--- config.mk ---
export PLATFORM = sky130hd
export DESIGN_NAME = page_xlate_cache
export DESIGN_NICKNAME = d
export VERILOG_FILES = /design/src/rtl/page_xlate_cache.sv
export SDC_FILE = /design/constraint.sdc
export NUM_CORES = 1
export LEC_CHECK = 0
export ABC_AREA = 1
export BUFFER_PORTS_ARGS = -buffer_cell sky130_fd_sc_hd__clkbuf_2
export CORE_MARGIN = 2
export CORE_UTILIZATION = 45
export CTS_CLUSTER_SIZE = 14
export DETAILED_ROUTE_END_ITERATION = 7
export PLACE_DENSITY_LB_ADDON = 0.15
export SLEW_MARGIN = 20
export SYNTH_ARGS = -nofsm -noshare
export SYNTH_HDL_FRONTEND = slang
export SYNTH_SLANG_ARGS = --single-unit
export TNS_END_PERCENT = 10
--- constraint.sdc ---
create_clock -name clk -period 5.8 [get_ports clk]
set_clock_uncertainty 0.1 [all_clocks]
set_input_delay 0.29 -clock clk [delete_from_list [all_inputs] [get_ports clk]]
set_output_delay 0.29 -clock clk [all_outputs]
set_load 0.005 [all_outputs]
--- src/rtl/page_xlate_cache.sv ---
module page_xlate_cache #(
  parameter int ENTRIES = 8,
  parameter int VPN_W   = 20,
  parameter int PFN_W   = 16
) (
  input  logic             clk,
  input  logic             rst_n,
  input  logic             flush,
  input  logic             lu_valid,
  input  logic [VPN_W-1:0] lu_vpn,
  input  logic [1:0]       lu_acc,
  output logic             lu_hit,
  output logic             lu_miss,
  output logic [PFN_W-1:0] lu_pfn,
  output logic [2:0]       lu_perm,
  output logic             lu_fault,
  input  logic             fill_valid,
  input  logic [VPN_W-1:0] fill_vpn,
  input  logic [PFN_W-1:0] fill_pfn,
  input  logic [2:0]       fill_perm
);
  localparam int IDX_W = (ENTRIES > 1) ? $clog2(ENTRIES) : 1;
  localparam logic [IDX_W-1:0] LAST = IDX_W'(ENTRIES - 1);

  logic [ENTRIES-1:0] ent_valid;
  logic [VPN_W-1:0]   ent_vpn  [ENTRIES];
  logic [PFN_W-1:0]   ent_pfn  [ENTRIES];
  logic [2:0]         ent_perm [ENTRIES];
  logic [IDX_W-1:0]   rr_ptr;

  logic [ENTRIES-1:0] lu_match, fl_match;
  logic [PFN_W-1:0]   sel_pfn;
  logic [2:0]         sel_perm;
  logic               fl_hit, free_any, do_fill, allowed;
  logic [IDX_W-1:0]   fl_idx, free_idx, victim;

  genvar g;
  generate
    for (g = 0; g < ENTRIES; g++) begin : g_cmp
      assign lu_match[g] = ent_valid[g] && (ent_vpn[g] == lu_vpn);
      assign fl_match[g] = ent_valid[g] && (ent_vpn[g] == fill_vpn);
    end
  endgenerate

  always_comb begin
    sel_pfn  = '0;
    sel_perm = '0;
    for (int i = 0; i < ENTRIES; i++) begin
      sel_pfn  = sel_pfn  | ({PFN_W{lu_match[i]}} & ent_pfn[i]);
      sel_perm = sel_perm | ({3{lu_match[i]}} & ent_perm[i]);
    end
  end

  always_comb begin
    case (lu_acc)
      2'b00:   allowed = sel_perm[0];
      2'b01:   allowed = sel_perm[1];
      2'b10:   allowed = sel_perm[2];
      default: allowed = 1'b0;
    endcase
  end

  assign lu_hit   = lu_valid && (|lu_match);
  assign lu_miss  = lu_valid && !(|lu_match);
  assign lu_pfn   = lu_hit ? sel_pfn  : '0;
  assign lu_perm  = lu_hit ? sel_perm : '0;
  assign lu_fault = lu_hit && !allowed;

  always_comb begin
    fl_hit   = 1'b0;
    fl_idx   = '0;
    free_any = 1'b0;
    free_idx = '0;
    for (int i = ENTRIES - 1; i >= 0; i--) begin
      if (fl_match[i]) begin
        fl_hit = 1'b1;
        fl_idx = IDX_W'(i);
      end
      if (!ent_valid[i]) begin
        free_any = 1'b1;
        free_idx = IDX_W'(i);
      end
    end
  end

  assign victim  = fl_hit ? fl_idx : (free_any ? free_idx : rr_ptr);
  assign do_fill = fill_valid && !flush;

  always_ff @(posedge clk) begin
    if (!rst_n) begin
      ent_valid <= '0;
      rr_ptr    <= '0;
    end else if (flush) begin
      ent_valid <= '0;
    end else if (do_fill) begin
      ent_valid[victim] <= 1'b1;
      rr_ptr <= (rr_ptr == LAST) ? '0 : rr_ptr + 1'b1;
    end
  end

  always_ff @(posedge clk) begin
    if (do_fill) begin
      ent_vpn[victim]  <= fill_vpn;
      ent_pfn[victim]  <= fill_pfn;
      ent_perm[victim] <= fill_perm;
    end
  end
endmodule

==> flow_summary_export.csv, run 1 <==
group,metric,value,unit
placement,place.gp.congestion,0.980,
sta,drv_slew,0,
detailed_routing,drt-vias-per-instance,6.04,
setup_path,worst_path_max_delay_cell,"nand3_1",
synth,ys_types,46,
synth,ys_ff_latch,323,
synth,syn-instance-count,2036,
grt,grt_overflow,0,
die,pin_count,88,
setup_path,worstPathMaxFanout,19,
detailed_routing,firstDrtPassIters,6,
setup_path,cp.required,5.41,ns
setup_path,worst_ep_arrival_time,3.88,ns
synth,ys_warn_count,0,
detailed_routing,num_vias,16300,
sta,worst_slack,1.53,ns
grt,grt_pass1_wl,110,mm
layout,final_layout_size_suffix_gt1_frac,0.117,
pwr,p_leak,8.22,nW
die,start_util,0.458,
sta,fin_tns_setup,0,ns
detailed_routing,drt_iter0_markers,2038,
grt,grt_util_all_layers,0.380,
synth,synth_edf_count,312,
clocking,cts_buffer_depth,3,
synth,async_flop_share,0,
synth,syn_area,17800,µm²
detailed_routing,ant_nets,0,
sta,worstMarginPinSlew,1.05,ns
clocking,cts_tree,"done",
setup_path,path_cells,"clkbuf_2 > inv_2 > o22ai_1 > nor2_1 > nand2_1 > nor2_2 > nand3_1 > nand2_1 > nor2_1 > a21oi_4 > inv_4 > a21oi_1 > clkbuf_2",
setup_path,critPathLaunch,"lu_vpn[15]",
clocking,cts_resized,0,
detailed_routing,wl,77.7,mm
layout,nNetsFinal,2214,
synth,syn_area_per_cell,8.73,µm²
die,core_area,38800,µm²
hold_path,min_path_type,"in -> reg",
setup_path,crit_path_end_kind,"output pin",
placement,io_buffer_count,87,
sta,rsz0062_at_grt,"no",
sta,hold_ws,0.0476,ns
clocking,cts_htree_levels,2,
clocking,cts_setup_buffers,0,
clocking,cts_root_buffer,"clkbuf_16",
synth,synthTopCellsByArea,"edfxtp_1 (53%), nand2_1 (11%), inv_1 (5.6%)",
grt,grt_pass1_vias,15800,
layout,area_growth,13.6,%
sta,fin_crit,4.27,ns
die,die_h,203,µm
detailed_routing,wire_per_inst,28.9,µm
setup_path,worstReg2RegStart,"ent_vpn[1][5]",
grt,grt_max_degree,41,
clocking,numCtsBuffers,38,
sta,relSlewSlack,0.297,
sta,hold_viol,0,
layout,final_common_cell,"nand2_1",
sta,post-route-period-util,0.735,
layout,final_cell_mix,"nand2_1 (497), edfxtp_1 (312), inv_1 (260)",
synth,synth_top_area_cell,"edfxtp_1",
grt,antenna_found_initial,0,
run_status,status,"finished clean",
detailed_routing,drcViolationCount,0,
run,maxCapViolCount,0,
clocking,cts_sinks,323,
synth,synth_seq_area_share,0.540,
clocking,path_clk_slew,0.06,ns
placement,hpwl,51.3,mm
sta,fmax,234,MHz
setup_path,crit_type,"in -> out",
setup_path,cp_slowest_stage_delay,0.69,ns
sta,finalSetupViolCount,0,
synth,ys.flop_type,"edfxtp_1",
setup_path,start_kind,"input port",
pwr,ir_drop,0.000294,V
clocking,clock_latency,0.59,ns
pwr,power_density,278,nW/µm²
die,placementRows,72,
synth,syn-num-nets,2104,
hold_path,worstHoldStart,"fill_vpn[9]",
layout,finalCoreUtilization,0.520,
hold_path,hold_depth,1,
die,die_area,41100,µm²
placement,pre_cts_ws,1.69,ns
setup_path,reg2reg_depth,12,
synth,synth_top_area_share,0.527,
die,die_w,203,µm
## worst paths after layout
check	to	slack [ns]
worst max-delay path	lu_perm[0]	1.53
worst min-delay path	ent_vpn[3][9]	0.05
worst max register to register	ent_pfn[5][7]	2.32
worst min register to register	rr_ptr[1]	0.42
## stage by stage
stage	area, µm²	power [mW]	instances
floorplan	17800	2.85	2036
global placement	18700	3.08	2603
detailed placement	18700	3.08	2603
CTS	20200	5.61	2689
global route	20200	5.74	2689
finish	20200	5.62	2692
## kinds of logic after synthesis
logic type / share of synthesized area
fa+ha+maj: 0.00141
simple gates: 0.240
xor+xnor: 0.0316
buf+inv: 0.0831
compound gates: 0.104
flops: 0.540
## critical path, delay by kind of cell
kind	cells	cell delay (ns)
buffers and inverters	4	1.21
AO/OA/AOI/OAI	3	0.57
AND/OR/NAND/NOR	6	1.78
## layer usage
| metal | wire (µm) | vias up | global-route usage |
|---|---|---|---|
| met2 | 35200 | 1015 | 0.600 |
| met1 | 29500 | 7864 | 0.479 |
| met3 | 8150 | 265 | 0.0920 |
| li1 | - | 7122 | - |
| met4 | 4880 | 0 | 0.218 |
| met5 | 0 | - | 0 |
## area by class of cell
type                       instances  area (µm²)
tap                              518         648
antenna                            3        7.51
inverter                         298        1130
multi-input combinational       1354        6710
clock buffer                      48         998
clock inverter                    17         285
timing repair buffer             131         818
fill                            3645       18600
sequential                       323        9590
## registers in the layout, summed over array words and instances, names as in the netlist
signal and count:
rr_ptr 3, ent_valid 8, ent_perm 24, ent_vpn 160, ent_pfn 128
## power by group
group | leakage, nW | switching, mW | internal (mW)
registers | 2.91 | 0.0115 | 2.58
clock network | 0.624 | 1.02 | 1.54
logic | 4.69 | 0.360 | 0.112
## Yosys cell counts, types with 3 or more instances
| cell type | n |
|---|---|
| nand2_1 | 497 |
| edfxtp_1 | 312 |
| inv_1 | 266 |
| nor2_1 | 253 |
| o22ai_1 | 127 |
| o21ai_0 | 100 |
| nand4_1 | 88 |
| xnor2_1 | 48 |
| nand3_1 | 46 |
| buf_2 | 37 |
| a21oi_1 | 31 |
| inv_2 | 26 |
| nor3_1 | 23 |
| o21ai_1 | 21 |
| nor2_2 | 18 |
| o2111ai_1 | 16 |
| xor2_1 | 16 |
| nor2_4 | 15 |
| clkbuf_1 | 11 |
| dfxtp_1 | 11 |
| buf_4 | 7 |
| nand3_2 | 7 |
| nand3b_1 | 7 |
| o221ai_1 | 7 |
| or2_2 | 6 |
| nand2_2 | 5 |
| buf_6 | 4 |
| o211ai_1 | 4 |
| and2_1 | 3 |
| inv_4 | 3 |
| nor3b_1 | 3 |
## repair_timing
action | 4_1_cts | 5_1_grt
endpoints found under the hold margin | 156 | 0
hold buffers | 21 | 0
endpoints found under the setup margin | 0 | 0
Power figures use the tool's default switching activity.
==> inputs of run 2 (changes only) <==
==> constraint.sdc (replaced) <==
create_clock -name clk -period 3.7 [get_ports clk]
set_clock_uncertainty 0.1 [all_clocks]
set_input_delay 0.185 -clock clk [delete_from_list [all_inputs] [get_ports clk]]
set_output_delay 0.185 -clock clk [all_outputs]
set_load 0.005 [all_outputs]
==> flow_summary_export.csv, run 2 (synthesis gave the netlist of run 1 again) <==
group,metric,value,unit
die,core_area,38800,µm²
clocking,cts_root_buffer,"clkbuf_16",
run_status,status,"finished clean",
placement,place.gp.congestion,1.11,
layout,final_layout_size_suffix_gt1_frac,0.141,
sta,rsz0062_at_grt,"no",
layout,largest_reg_flops,160,
placement,numPlacedInstances,2664,
clocking,path_clk_slew,0.06,ns
detailed_routing,drt-vias-per-instance,6.02,
sta,finalSetupViolCount,0,
detailed_routing,wire_per_inst,29.4,µm
setup_path,worstPathMaxFanout,19,
setup_path,cp.required,3.41,ns
detailed_routing,drt_iter0_markers,1834,
clocking,cts_tree,"done",
setup_path,crit_type,"reg -> out",
die,placementRows,72,
run,maxCapViolCount,0,
grt,grt_pass1_wl,114,mm
die,start_util,0.458,
clocking,clock_latency,0.58,ns
sta,hold_viol,0,
grt,grt_util_all_layers,0.396,
grt,grt_max_degree,40,
grt,grt_pass1_vias,16100,
layout,finalCoreUtilization,0.535,
detailed_routing,drcViolationCount,0,
grt,grt_overflow,0,
sta,hold_ws,0.0372,ns
layout,top_regs,"ent_vpn x160, ent_pfn x128, ent_perm x24",
pwr,power_density,403,nW/µm²
sta,fmax,292,MHz
pwr,total_power,8.36,mW
die,die_w,203,µm
detailed_routing,wl,81.2,mm
grt,antenna_found_initial,0,
sta,relSlewSlack,0.530,
setup_path,worst_ep_arrival_time,3.13,ns
setup_path,start_kind,"flop",
placement,hpwl,57.5,mm
layout,nNetsFinal,2286,
layout,area_growth,16.8,%
detailed_routing,num_vias,16600,
sta,fin_crit,3.42,ns
die,die_area,41100,µm²
detailed_routing,ant_nets,0,
detailed_routing,firstDrtPassIters,6,
sta,post-route-period-util,0.924,
layout,top_register,"ent_vpn",
sta,fin_tns_setup,0,ns
clocking,numCtsBuffers,36,
layout,filler_cell_count,3609,
layout,final_cell_mix,"nand2_1 (497), edfxtp_1 (312), inv_1 (260)",
sta,worstMarginPinSlew,0.704,ns
clocking,cts_htree_levels,2,
clocking,cts_buffer_depth,3,
pwr,ir_drop,0.000382,V
clocking,cts_setup_buffers,0,
layout,final_common_cell,"nand2_1",
pwr,p_leak,8.54,nW
clocking,cts_sinks,323,
placement,io_buffer_count,87,
layout,n_antenna_cell,0,
die,die_h,203,µm
die,pin_count,88,
hold_path,min_path_type,"in -> reg",
sta,drv_slew,0,
layout,fin_cells,2764,
setup_path,crit_path_end_kind,"output pin",
## run 2: cell count changes in the layout (fill, tap and decap cells not counted), sizes merged, moves of 6 or more
cell	delta
buf	+61
bufinv	-6
clkbuf	-6
clkinv	+7
dlygate4sd3	+13
## run 2: per-stage QoR
stage | setup slack (ns) | area [µm²]
finish | 0.280 | 20800
global route | 0.137 | 20800
CTS | 0.312 | 20800
detailed placement | 0.447 | 19300
global placement | 0.445 | 19300
floorplan | 0.687 | 17800
## run 2: what timing repair did
item / in CTS / in global routing
gates resized for setup: 1 / 0
hold endpoints to repair: 207 / 0
hold buffers: 34 / 0
endpoints found under the setup margin: 1 / 0
## run 2: final timing paths
kind | from | to | slack, ns | cells after the start
setup reg to reg | ent_vpn[3][16] | ent_pfn[0][7] | 0.56 | 12
setup / recovery | ent_vpn[1][16] | lu_pfn[2] | 0.28 | 12
hold / removal | fill_vpn[11] | ent_vpn[7][11] | 0.04 | 2
hold reg to reg | rr_ptr[1] | rr_ptr[1] | 0.42 | 2
## run 2: critical path: stages, from the launching register on
cell	delay, ns
edfxtp_1	0.51
nand2_1	0.11
o21ai_1	0.06
nor2_1	0.10
nand2_1	0.10
nor2_4	0.56
nand3_1	0.18
nand2_1	0.11
nor2_2	0.08
a21oi_4	0.19
inv_4	0.18
nor2_1	0.19
clkbuf_2	0.14
## run 2: per-layer routing
| metal | vias up | global-route usage | routed length, µm |
|---|---|---|---|
| met5 | - | 0 | 0 |
| met4 | 0 | 0.272 | 6410 |
| met3 | 329 | 0.0636 | 7190 |
| met2 | 1053 | 0.642 | 37500 |
| met1 | 7994 | 0.488 | 30100 |
| li1 | 7272 | - | - |
## run 2: power by group
part	internal [mW]	switching, mW	total, mW
clock	1.93	1.57	3.51
combinational	0.218	0.577	0.795
sequential	4.04	0.0203	4.06
total	6.19	2.17	8.36
## run 2: layout make-up
cell class / count / area, µm² / share of cell area
clock inverter: 24 / 188 / 0.00904
timing repair buffer: 205 / 1540 / 0.0744
clock buffer: 42 / 945 / 0.0455
multi-input combinational: 1354 / 6720 / 0.324
tap: 518 / 648 / 0.0312
sequential: 323 / 9590 / 0.462
inverter: 298 / 1130 / 0.0544
